==> src/rtl/dram_row_decoder.sv <==
module dram_row_decoder #(
  parameter int ADDR_W     = 32,
  parameter int OFF_W      = 8,
  parameter int REG_W      = 8,
  parameter int NUM_REGS   = 8,
  parameter int NUM_ROWS   = 4,
  parameter int UNIT_SHIFT = 23,
  parameter logic [7:0] REG_BASE  = 8'h60,
  parameter logic [7:0] RESET_VAL = 8'h01
) (
  input  logic                clk,
  input  logic                rst_n,
  input  logic [OFF_W-1:0]    cfg_offset,
  input  logic [REG_W-1:0]    cfg_wdata,
  input  logic                cfg_we,
  output logic [REG_W-1:0]    cfg_rdata,
  input  logic [ADDR_W-1:0]   host_addr,
  input  logic                host_valid,
  output logic [NUM_ROWS-1:0] row_cs_n,
  output logic                no_row_hit
);
  localparam int IDX_W  = $clog2(NUM_REGS);
  localparam int UNIT_W = ADDR_W - UNIT_SHIFT;
  localparam int CMP_W  = (UNIT_W > REG_W) ? UNIT_W : REG_W;

  logic [REG_W-1:0]  bnd [NUM_REGS];
  logic [OFF_W-1:0]  delta;
  logic [IDX_W-1:0]  idx;
  logic              in_range;
  logic [CMP_W-1:0]  unit_x;
  logic [NUM_ROWS-1:0] below, sel;
  logic              below_top;

  assign delta    = cfg_offset - OFF_W'(REG_BASE);
  assign idx      = delta[IDX_W-1:0];
  assign in_range = (cfg_offset >= OFF_W'(REG_BASE)) &&
                    ({1'b0, cfg_offset} < ({1'b0, OFF_W'(REG_BASE)} + (OFF_W+1)'(NUM_REGS)));
  assign cfg_rdata = in_range ? bnd[idx] : '0;

  always_ff @(posedge clk) begin
    if (!rst_n) begin
      for (int i = 0; i < NUM_REGS; i++) bnd[i] <= REG_W'(RESET_VAL);
    end else if (cfg_we && in_range) begin
      bnd[idx] <= cfg_wdata;
    end
  end

  assign unit_x = CMP_W'(host_addr[ADDR_W-1:UNIT_SHIFT]);

  genvar n;
  generate
    for (n = 0; n < NUM_ROWS; n++) begin : g_cmp
      assign below[n] = unit_x < CMP_W'(bnd[n]);
    end
  endgenerate

  assign below_top = below[NUM_ROWS-1];

  always_comb begin
    logic prior;
    prior = 1'b0;
    for (int i = 0; i < NUM_ROWS; i++) begin
      sel[i] = below[i] && !prior && below_top;
      prior  = prior | below[i];
    end
  end

  always_ff @(posedge clk) begin
    if (!rst_n) begin
      row_cs_n   <= '1;
      no_row_hit <= 1'b0;
    end else if (host_valid) begin
      row_cs_n   <= ~sel;
      no_row_hit <= ~below_top;
    end else begin
      row_cs_n   <= '1;
      no_row_hit <= 1'b0;
    end
  end
endmodule


==> config.mk <==
export PLATFORM = sky130hd
export DESIGN_NAME = dram_row_decoder
export DESIGN_NICKNAME = d
export VERILOG_FILES = /design/src/rtl/dram_row_decoder.sv
export SDC_FILE = /design/constraint.sdc
export NUM_CORES = 1
export LEC_CHECK = 0
export BUFFER_PORTS_ARGS = -buffer_cell sky130_fd_sc_hd__buf_2
export CAP_MARGIN = 20
export CORE_MARGIN = 2
export CORE_UTILIZATION = 53
export DETAILED_ROUTE_END_ITERATION = 6
export PLACE_DENSITY = 0.76
export SYNTH_ARGS = -nofsm -noshare
export SYNTH_HDL_FRONTEND = slang
export SYNTH_SLANG_ARGS = --single-unit
==> constraint.sdc <==
create_clock -name clk -period 4.1 [get_ports clk]
set_input_delay 0.82 -clock clk [delete_from_list [all_inputs] [get_ports clk]]
set_output_delay 0.82 -clock clk [all_outputs]
set_load 0.05 [all_outputs]
==> results of run 1 <==
==> area by class of cell <==
cell class              count  share of cell area [%]
inverters                  30                    2.52
repair buffers             46                    5.43
clock inverters             7                    1.99
clock buffers               9                    2.77
flip-flops and latches     69                    45.2
multi-input cells         241                    39.3
well taps                  99                    2.77
==> cell families (layout without fill, tap and decap cells) <==
kind of cell,after synthesis,count (layout),synth area share (%)
compound gates,58,58,9.07
fa+ha+maj,28,28,8.88
buf+inv,42,92,4.22
flops,69,69,51.2
mux,16,16,5.36
simple gates,139,139,21.2
==> stage by stage <==
| step | hold slack [ns] | power [uW] | setup WS [ns] | utilization (%) |
|---|---|---|---|---|
| 4_1_cts | 0.702 | 1610 | 0.615 | 62.0 |
| 2_1_floorplan | 0.732 | 945 | 0.0222 | - |
| 6_report | 0.707 | 1620 | 0.580 | 62.0 |
| 3_5_place_dp | 0.851 | 1020 | 0.619 | 59.1 |
| 5_1_grt | 0.707 | 1670 | 0.456 | 62.0 |
| 3_3_place_gp | 0.843 | 1010 | 0.600 | 59.1 |
==> where the power goes <==
part	internal, uW	switching (uW)
Combinational	69.4	119
Clock	339	271
Sequential	801	17.1
==> sequential cells by signal (all words and copies together) (netlist names) <==
register,flops
no_row_hit,1
bnd,64
row_cs_n,4
==> worst min-delay path by stage <==
stage / startpoint / end / cells past startpoint
2_1_floorplan: bnd[3][7]$_SDFFCE_PN0P_ / no_row_hit$_SDFF_PN0_ / 4
3_3_place_gp: bnd[2][7]$_SDFFCE_PN0P_ / row_cs_n[2]$_SDFF_PN1_ / 5
3_5_place_dp: bnd[2][7]$_SDFFCE_PN0P_ / row_cs_n[3]$_SDFF_PN1_ / 5
4_1_cts: host_valid / no_row_hit$_SDFF_PN0_ / 3
5_1_grt: host_valid / no_row_hit$_SDFF_PN0_ / 3
6_report: host_valid / no_row_hit$_SDFF_PN0_ / 3
==> critical path: cells and delay by family <==
family | cells | cell delay [ns]
multiplexers | 2 | 0.68
buffers and inverters | 3 | 1.12
AND/OR/NAND/NOR | 1 | 0.05
==> metal layers <==
| metal | vias to the layer above | wire (um) | GRT usage [%] |
|---|---|---|---|
| met1 | 1367 | 3970 | 32.2 |
| met5 | - | 0 | 0 |
| met3 | 18 | 648 | 5.09 |
| met2 | 136 | 4420 | 39.2 |
| li1 | 1357 | - | - |
| met4 | 0 | 239 | 7.95 |
==> synth_stat cells, types with 2 or more instances <==
cell / n
edfxtp_1: 64
and2_1: 56
inv_1: 30
ha_1: 28
a21oi_1: 18
nand2b_1: 18
nor2_1: 15
nand2_1: 13
o21ai_0: 13
mux2i_1: 11
nor3_1: 10
nand3_1: 9
a211oi_1: 8
clkbuf_1: 7
a21o_1: 5
dfxtp_1: 5
buf_2: 4
mux4_2: 4
a2111oi_0: 3
a31oi_1: 3
nor2b_1: 3
nor3_2: 3
o211ai_1: 3
nand3b_1: 2
o22ai_1: 2
or3_1: 2
==> results.ini, run 1 <==
[cells_and_area]
multi_input_area_mm2=0.00176
final_cell_mix=edfxtp_1, and2_1, buf_2
final_cell_area_mm2=0.00447
mostFrequentLayoutCell=edfxtp_1
num-nets-final=477
n_antenna_cell=0
seq_area_mm2=0.00202
syn_to_final_growth_pct=13.4
nFillCells=602
stdcell_count=501
drive_gt1_share_pct=18.2

[synthesis]
synth-seq-area-share_pct=51.2
synth_top_area_share_pct=48.7
synth_ff_type=edfxtp_1
synth_cell_types=39
yosysTopAreaCell=edfxtp_1
netlist_instances=352
synth_nets=432
syn_avg_cell_area_um2=11.2
synth_area_mm2=0.00395
synth_edf_count=64
async_flop_share_pct=0
ys_seq_elements=69
synth.area.top_cells=edfxtp_1, and2_1, ha_1
ys_warn_count=0

[die]
fp.coreArea_mm2=0.00721
start_util_pct=54.7
num_io_pins=65
fp-row-count=31
fp.dieW_um=90.3
die_h_um=90.3
dieArea_mm2=0.00815

[sta]
finalMaxSlewViolations=0
fin_tns_setup_ns=0
finalClockSkew_ns=0.0116
finalCritPeriodShare_pct=85.8
fmax_mhz=284
setup_viol=0
worst_pin_slew_ns=0.800
relSlewSlack_pct=46.7
layout_min_cycle_time_ns=3.52
finalHoldViolCount=0
rsz0062_at_grt=no

[grt]
grt_antenna_before_repair=0
grt_start_max_net_pins=34
track_usage_pct=24.0
grt_pass1_vias=2728
grt-ovfl-total=0
grt_pass1_wl_mm=14.6

[cts]
clk_pin_slew_ns=0.08
cts_buffers=9
clockRootBuffer=clkbuf_8
cts_setup_buffers=0
cts_buffer_depth=2
clkLatencyLatePin_ns=0.35
cts.repair.resized=0
cts_tree=yes
cts_hold_buf=0
ctsHtreeMaxLevel=3
cts_sinks=69

[routing]
avgViaCountPerCell=5.74
drc_errors=0
drt_iter0_drc=249
route.vias.total=2878
ant_nets=0
drt-pass1-iter-count=5
wl_mm=9.28
wl_per_cell_um=18.5

[worst_setup_path]
critPathSlowestCell=buf_2
rr_worst_depth=7
path_cells=buf_2 > buf_4 > mux4_2 > mux2i_1 > nor2_1 > buf_2
path_common_cell=buf_2
required_ns=3.28
regToRegSetupSlack_ns=2.14
critical_path_class=input pin to primary output
cpPeakStageDelay_ns=0.61
critPathLaunch=cfg_offset[2]
r2r-start=bnd[3][6]$_SDFFCE_PN0P_
reg2reg_to=row_cs_n[2]$_SDFF_PN1_
worstSetupEndpoint=cfg_rdata[5]
cp-end-kind=primary output
startpoint_type=input pin
critical_path_arrival_ns=2.70
cp_max_fo=32

[job]
drv_cap=0

[hold_path]
hp-class=input pin to register

[pwr]
powerDensity_mw_per_mm2=361
ir_worst_vdd_mv=0.186
leakage_uw=0.00183

[placement]
dp.cells=485
place_congestion=0.844
placed_area_mm2=0.00426
placement.io_buffers=41
dp_hpwl_mm=6.98

[outcome]
status=finished, final reports clean

Note: power is estimated with default switching activity, not from simulation.
==> inputs of run 2 (changes only) <==
==> constraint.sdc (replaced) <==
create_clock -name clk -period 4.1 [get_ports clk]
set_input_delay 0.82 -clock clk [delete_from_list [all_inputs] [get_ports clk]]
set_output_delay 0.82 -clock clk [all_outputs]
set_load 0.1 [all_outputs]
==> run 2 against run 1 <==
Sequential share of layout area shrank 0.33 points. Fmax shrank 3.0%. Count of clock-buffer cells in the layout grew 7. Sequential power is essentially flat. Die area is the same. Flip-flop and latch count is the same. Clock skew shrank 0.0051 ns. Combinational power grew 4%. Via count shrank 2.6%. Non-clock buffer count grew 4.
==> results.ini, run 2 (synthesized netlist as in run 1, its figures left out) <==
[outcome]
status=finished, final reports clean

[pwr]
leakage_uw=0.00185
power_switching_uw=389
powerDensity_mw_per_mm2=344
pwr-share-clk_pct=34.5
sequentialPowerShare_pct=52.8
internal_power_uw=1160
combPwrFrac_pct=12.7
ir_worst_vdd_mv=0.163
swShare_pct=25.1

[cts]
clockRootBuffer=clkbuf_8
cts_buffers=9
cts_tree=yes
cts_sinks=69
cts_setup_buffers=0
clk_pin_slew_ns=0.07
cts_hold_buf=0
clkLatencyLatePin_ns=0.35
ctsHtreeMaxLevel=3
cts.repair.resized=0
cts_buffer_depth=2

[sta]
finalMaxSlewViolations=0
holdWs_ns=0.712
finalClockSkew_ns=0.00653
setup_viol=0
finalCritPeriodShare_pct=88.5
layout_min_cycle_time_ns=3.63
rsz0062_at_grt=no
relSlewSlack_pct=48.5
fin_ws_ns=0.471
fmax_mhz=276
finalHoldViolCount=0
worst_pin_slew_ns=0.772

[worst_setup_path]
critical_path_class=input pin to primary output
critPathSlowestCell=buf_2
required_ns=3.28
cpPeakStageDelay_ns=0.59
cp-end-kind=primary output
regToRegSetupSlack_ns=2.04
cp_max_fo=32
startpoint_type=input pin
path_delay_family=buffers and inverters
critical_path_arrival_ns=2.81
path_buf_inv=4
path_cells=buf_2 > buf_4 > a2111oi_0 > buf_4 > a2111oi_2 > buf_2

[die]
fp-row-count=31
die_h_um=90.3
num_io_pins=65
dieArea_mm2=0.00815
start_util_pct=54.7
fp.dieW_um=90.3
fp.coreArea_mm2=0.00721

[routing]
drt_iter0_drc=281
ant_nets=0
route.vias.total=2804
met1_length_mm=3.83
top_layer=met4
wl_mm=8.91
wl_met3_um=613
avgViaCountPerCell=5.55
drc_errors=0
drt-pass1-iter-count=4
wl_per_cell_um=17.6
wl_met2_mm=4.26

[cells_and_area]
largest-register=bnd
nFillCells=591
num-nets-final=481
largest_register_ffs=64
syn_to_final_growth_pct=14.2
final_cell_mix=edfxtp_1, and2_1, buf_2
top_regs=bnd (64), row_cs_n (4), no_row_hit (1)
seq_area_mm2=0.00202
multi_input_area_mm2=0.00179
n_antenna_cell=0
post-route-util_pct=62.5
drive_gt1_share_pct=20.0
final_cell_area_mm2=0.00451
mostFrequentLayoutCell=edfxtp_1

[placement]
dp_hpwl_mm=6.73
placed_area_mm2=0.00432
placement.io_buffers=41
place_ws_ns=0.481
place_congestion=0.809

[hold_path]
hp-class=input pin to register

[grt]
grt_antenna_before_repair=0
grt_start_max_net_pins=33
grt_pass1_vias=2787
grt-ovfl-total=0
grt_pass1_wl_mm=14.5
track_usage_pct=23.2

[job]
drv_cap=0

-- run 2: cell types whose count changed in the layout (fill, tap and decap cells not counted) --
cell / change
buf_4: +4
clkbuf_8: +4
clkbuf_1: +3
a2111oi_1: -2
a2111oi_2: +2
bufinv_16: -2
clkinv_1: -2
nor3_1: -2
nor3_2: +2
a211oi_1: -1
a211oi_2: +1
clkinv_2: -1
clkinvlp_4: -1
inv_6: -1
-- run 2: path summary, 6_finish.rpt --
kind | end | start | cells past startpoint
setup / recovery | cfg_rdata[1] | cfg_offset[2] | 6
hold / removal | no_row_hit$_SDFF_PN0_ | host_valid | 3
setup reg to reg | row_cs_n[3]$_SDFF_PN1_ | bnd[3][6]$_SDFFCE_PN0P_ | 7
hold reg to reg | row_cs_n[0]$_SDFF_PN1_ | bnd[0][7]$_SDFFCE_PN0P_ | 6
-- run 2: per-layer routing --
layer  track usage [%]  vias to the layer above
li1                  -                     1368
met1              31.5                     1314
met2              37.0                      107
met3              3.26                       15
met4              11.0                        0
met5                 0                        -
-- run 2: worst min-delay path, delay by kind of cell --
family / cells / cell delay [ns]
compound gates: 1 / 0.04
buf+inv: 1 / 0.11
simple gates: 1 / 0.05
-- run 2: stage by stage --
stage	std cells	power [uW]	setup TNS (ns)
floorplan	352	956	-0.301
global placement	489	1020	0
CTS	505	1550	0
detailed placement	489	1030	0
finish	505	1550	0
global route	505	1600	0
-- run 2: power groups by stage --
stage | clock network (uW) | registers (uW) | logic, uW
floorplan | 0 | 834 | 122
detailed placement | 0 | 833 | 196
CTS | 534 | 818 | 197
global placement | 0 | 832 | 189
global route | 557 | 821 | 219
finish | 535 | 818 | 196
-- run 2: area by class of cell --
type / count / share of cell area (%)
clock buffer: 16 / 4.22
inverter: 30 / 2.50
multi-input combinational: 241 / 39.6
sequential: 69 / 44.9
tap: 99 / 2.75
timing repair buffer: 50 / 6.05
==> inputs of run 3 (changes only) <==
--- a/config.mk
+++ b/config.mk
@@ -9,6 +9,7 @@
 export CAP_MARGIN = 20
 export CORE_MARGIN = 2
 export CORE_UTILIZATION = 53
+export CTS_BUF_LIST = sky130_fd_sc_hd__clkbuf_8
 export DETAILED_ROUTE_END_ITERATION = 6
 export PLACE_DENSITY = 0.76
 export SYNTH_ARGS = -nofsm -noshare
==> run 3 against run 2 <==
Sequential power hardly changed. Clock skew hardly changed. Count of clock-buffer cells in the layout shrank 3. Utilization stayed put. Worst hold slack improved by 0.00051 ns. Highest routed layer unchanged. Routed wire length is the same. Power fell by 0.46%. Register-to-register slack about the same.
==> results.ini, run 3 (synthesized netlist as in run 1, its figures left out) <==
[worst_setup_path]
regToRegSetupSlack_ns=2.04
critical_path_arrival_ns=2.81
cp-end-kind=primary output
cp_max_fo=32
rr_worst_depth=7
startpoint_type=input pin
reg2reg_to=row_cs_n[3]$_SDFF_PN1_
r2r-start=bnd[3][6]$_SDFFCE_PN0P_
critical_path_class=input pin to primary output
required_ns=3.28

[sta]
finalClockSkew_ns=0.00649
fmax_mhz=275
finalHoldViolCount=0
layout_min_cycle_time_ns=3.63
holdWs_ns=0.713
rsz0062_at_grt=no
worst_pin_slew_ns=0.772
finalMaxSlewViolations=0
finalCritPeriodShare_pct=88.6
relSlewSlack_pct=48.5
setup_viol=0

[cts]
cts_tree=yes
clk_pin_slew_ns=0.07
clkLatencyLatePin_ns=0.35
cts_setup_buffers=0
clockRootBuffer=clkbuf_8
cts_buffers=9
cts_buffer_depth=2
cts_sinks=69
cts.repair.resized=0
cts_hold_buf=0
ctsHtreeMaxLevel=3

[hold_path]
min_path_cells=3
hp-class=input pin to register
worstHoldStart=host_valid
hold_path_end=no_row_hit$_SDFF_PN0_

[grt]
grt-ovfl-total=0
grt_pass1_vias=2787
met1_usage_pct=31.5
grt_antenna_before_repair=0
track_usage_pct=23.2
top_usage_layer=met2
met2_usage_pct=37.0
use_met3_pct=3.26
grt_start_max_net_pins=33
grt_pass1_wl_mm=14.5

[routing]
drc_errors=0
drt-pass1-iter-count=4
wl_mm=8.91
wl_per_cell_um=17.6
avgViaCountPerCell=5.56
ant_nets=0
route.vias.total=2808
drt_iter0_drc=273

[cells_and_area]
n_antenna_cell=0
final_cell_area_mm2=0.00451
largest_register_ffs=64
num-nets-final=481
syn_to_final_growth_pct=14.2
final_cell_mix=edfxtp_1, and2_1, buf_2
stdcell_count=505
drive_gt1_share_pct=20.0
post-route-util_pct=62.5
top_regs=bnd (64), row_cs_n (4), no_row_hit (1)
mostFrequentLayoutCell=edfxtp_1
largest-register=bnd

[die]
fp.coreArea_mm2=0.00721
dieArea_mm2=0.00815
fp-row-count=31
start_util_pct=54.7
die_h_um=90.3
fp.dieW_um=90.3
num_io_pins=65

[placement]
placed_area_mm2=0.00432
dp_hpwl_mm=6.73
place_congestion=0.809
dp.cells=489
placement.io_buffers=41

[pwr]
ir_worst_vdd_mv=0.163
leakage_uw=0.00186
powerDensity_mw_per_mm2=342

[job]
drv_cap=0

[outcome]
status=finished, final reports clean

==> run 3: changes by cell type in the layout (fill, tap and decap cells not counted), sizes merged <==
cell    previous run  this run
clkbuf            16        13
inv               30        33
==> run 3: worst max-delay path by stage <==
stage	start	end	cells after the start	slack (ns)
2_1_floorplan	cfg_offset[2]	cfg_rdata[7]	5	-0.16
3_3_place_gp	cfg_offset[2]	cfg_rdata[2]	7	0.53
3_5_place_dp	cfg_offset[2]	cfg_rdata[1]	6	0.48
4_1_cts	cfg_offset[2]	cfg_rdata[1]	6	0.48
5_1_grt	cfg_offset[2]	cfg_rdata[2]	7	0.31
6_report	cfg_offset[2]	cfg_rdata[1]	6	0.47
==> run 3: per-stage QoR <==
step                      power, uW  setup WS, ns  TNS, ns
after CTS                      1540         0.480        0
after floorplan                 956        -0.158   -0.301
final                          1540         0.467        0
after detailed placement       1030         0.481        0
after global placement         1020         0.525        0
after global routing           1590         0.310        0
==> run 3: cell type report <==
cell class,count,area [um^2]
clock buffers,13,179
clock inverters,3,11.3
fillers,591,2710
inverters,30,113
multi-input cells,241,1790
flip-flops and latches,69,2020
well taps,99,124
repair buffers,50,273
==> run 3: metal layers <==
| metal | wire length, um | vias to the layer above |
|---|---|---|
| met2 | 4240 | 105 |
| li1 | - | 1368 |
| met4 | 205 | 0 |
| met5 | 0 | - |
| met1 | 3840 | 1320 |
| met3 | 625 | 15 |
==> run 3: critical path, stage by stage <==
cell	delay (ns)
buf_2	0.59
buf_4	0.29
a2111oi_0	0.10
buf_4	0.21
a2111oi_2	0.30
buf_2	0.49
==> run 3: report_power, final <==
part / internal (uW) / total, uW / switching, uW
Clock: 280 / 528 / 248
Sequential: 801 / 818 / 16.5
Combinational: 71.1 / 196 / 125
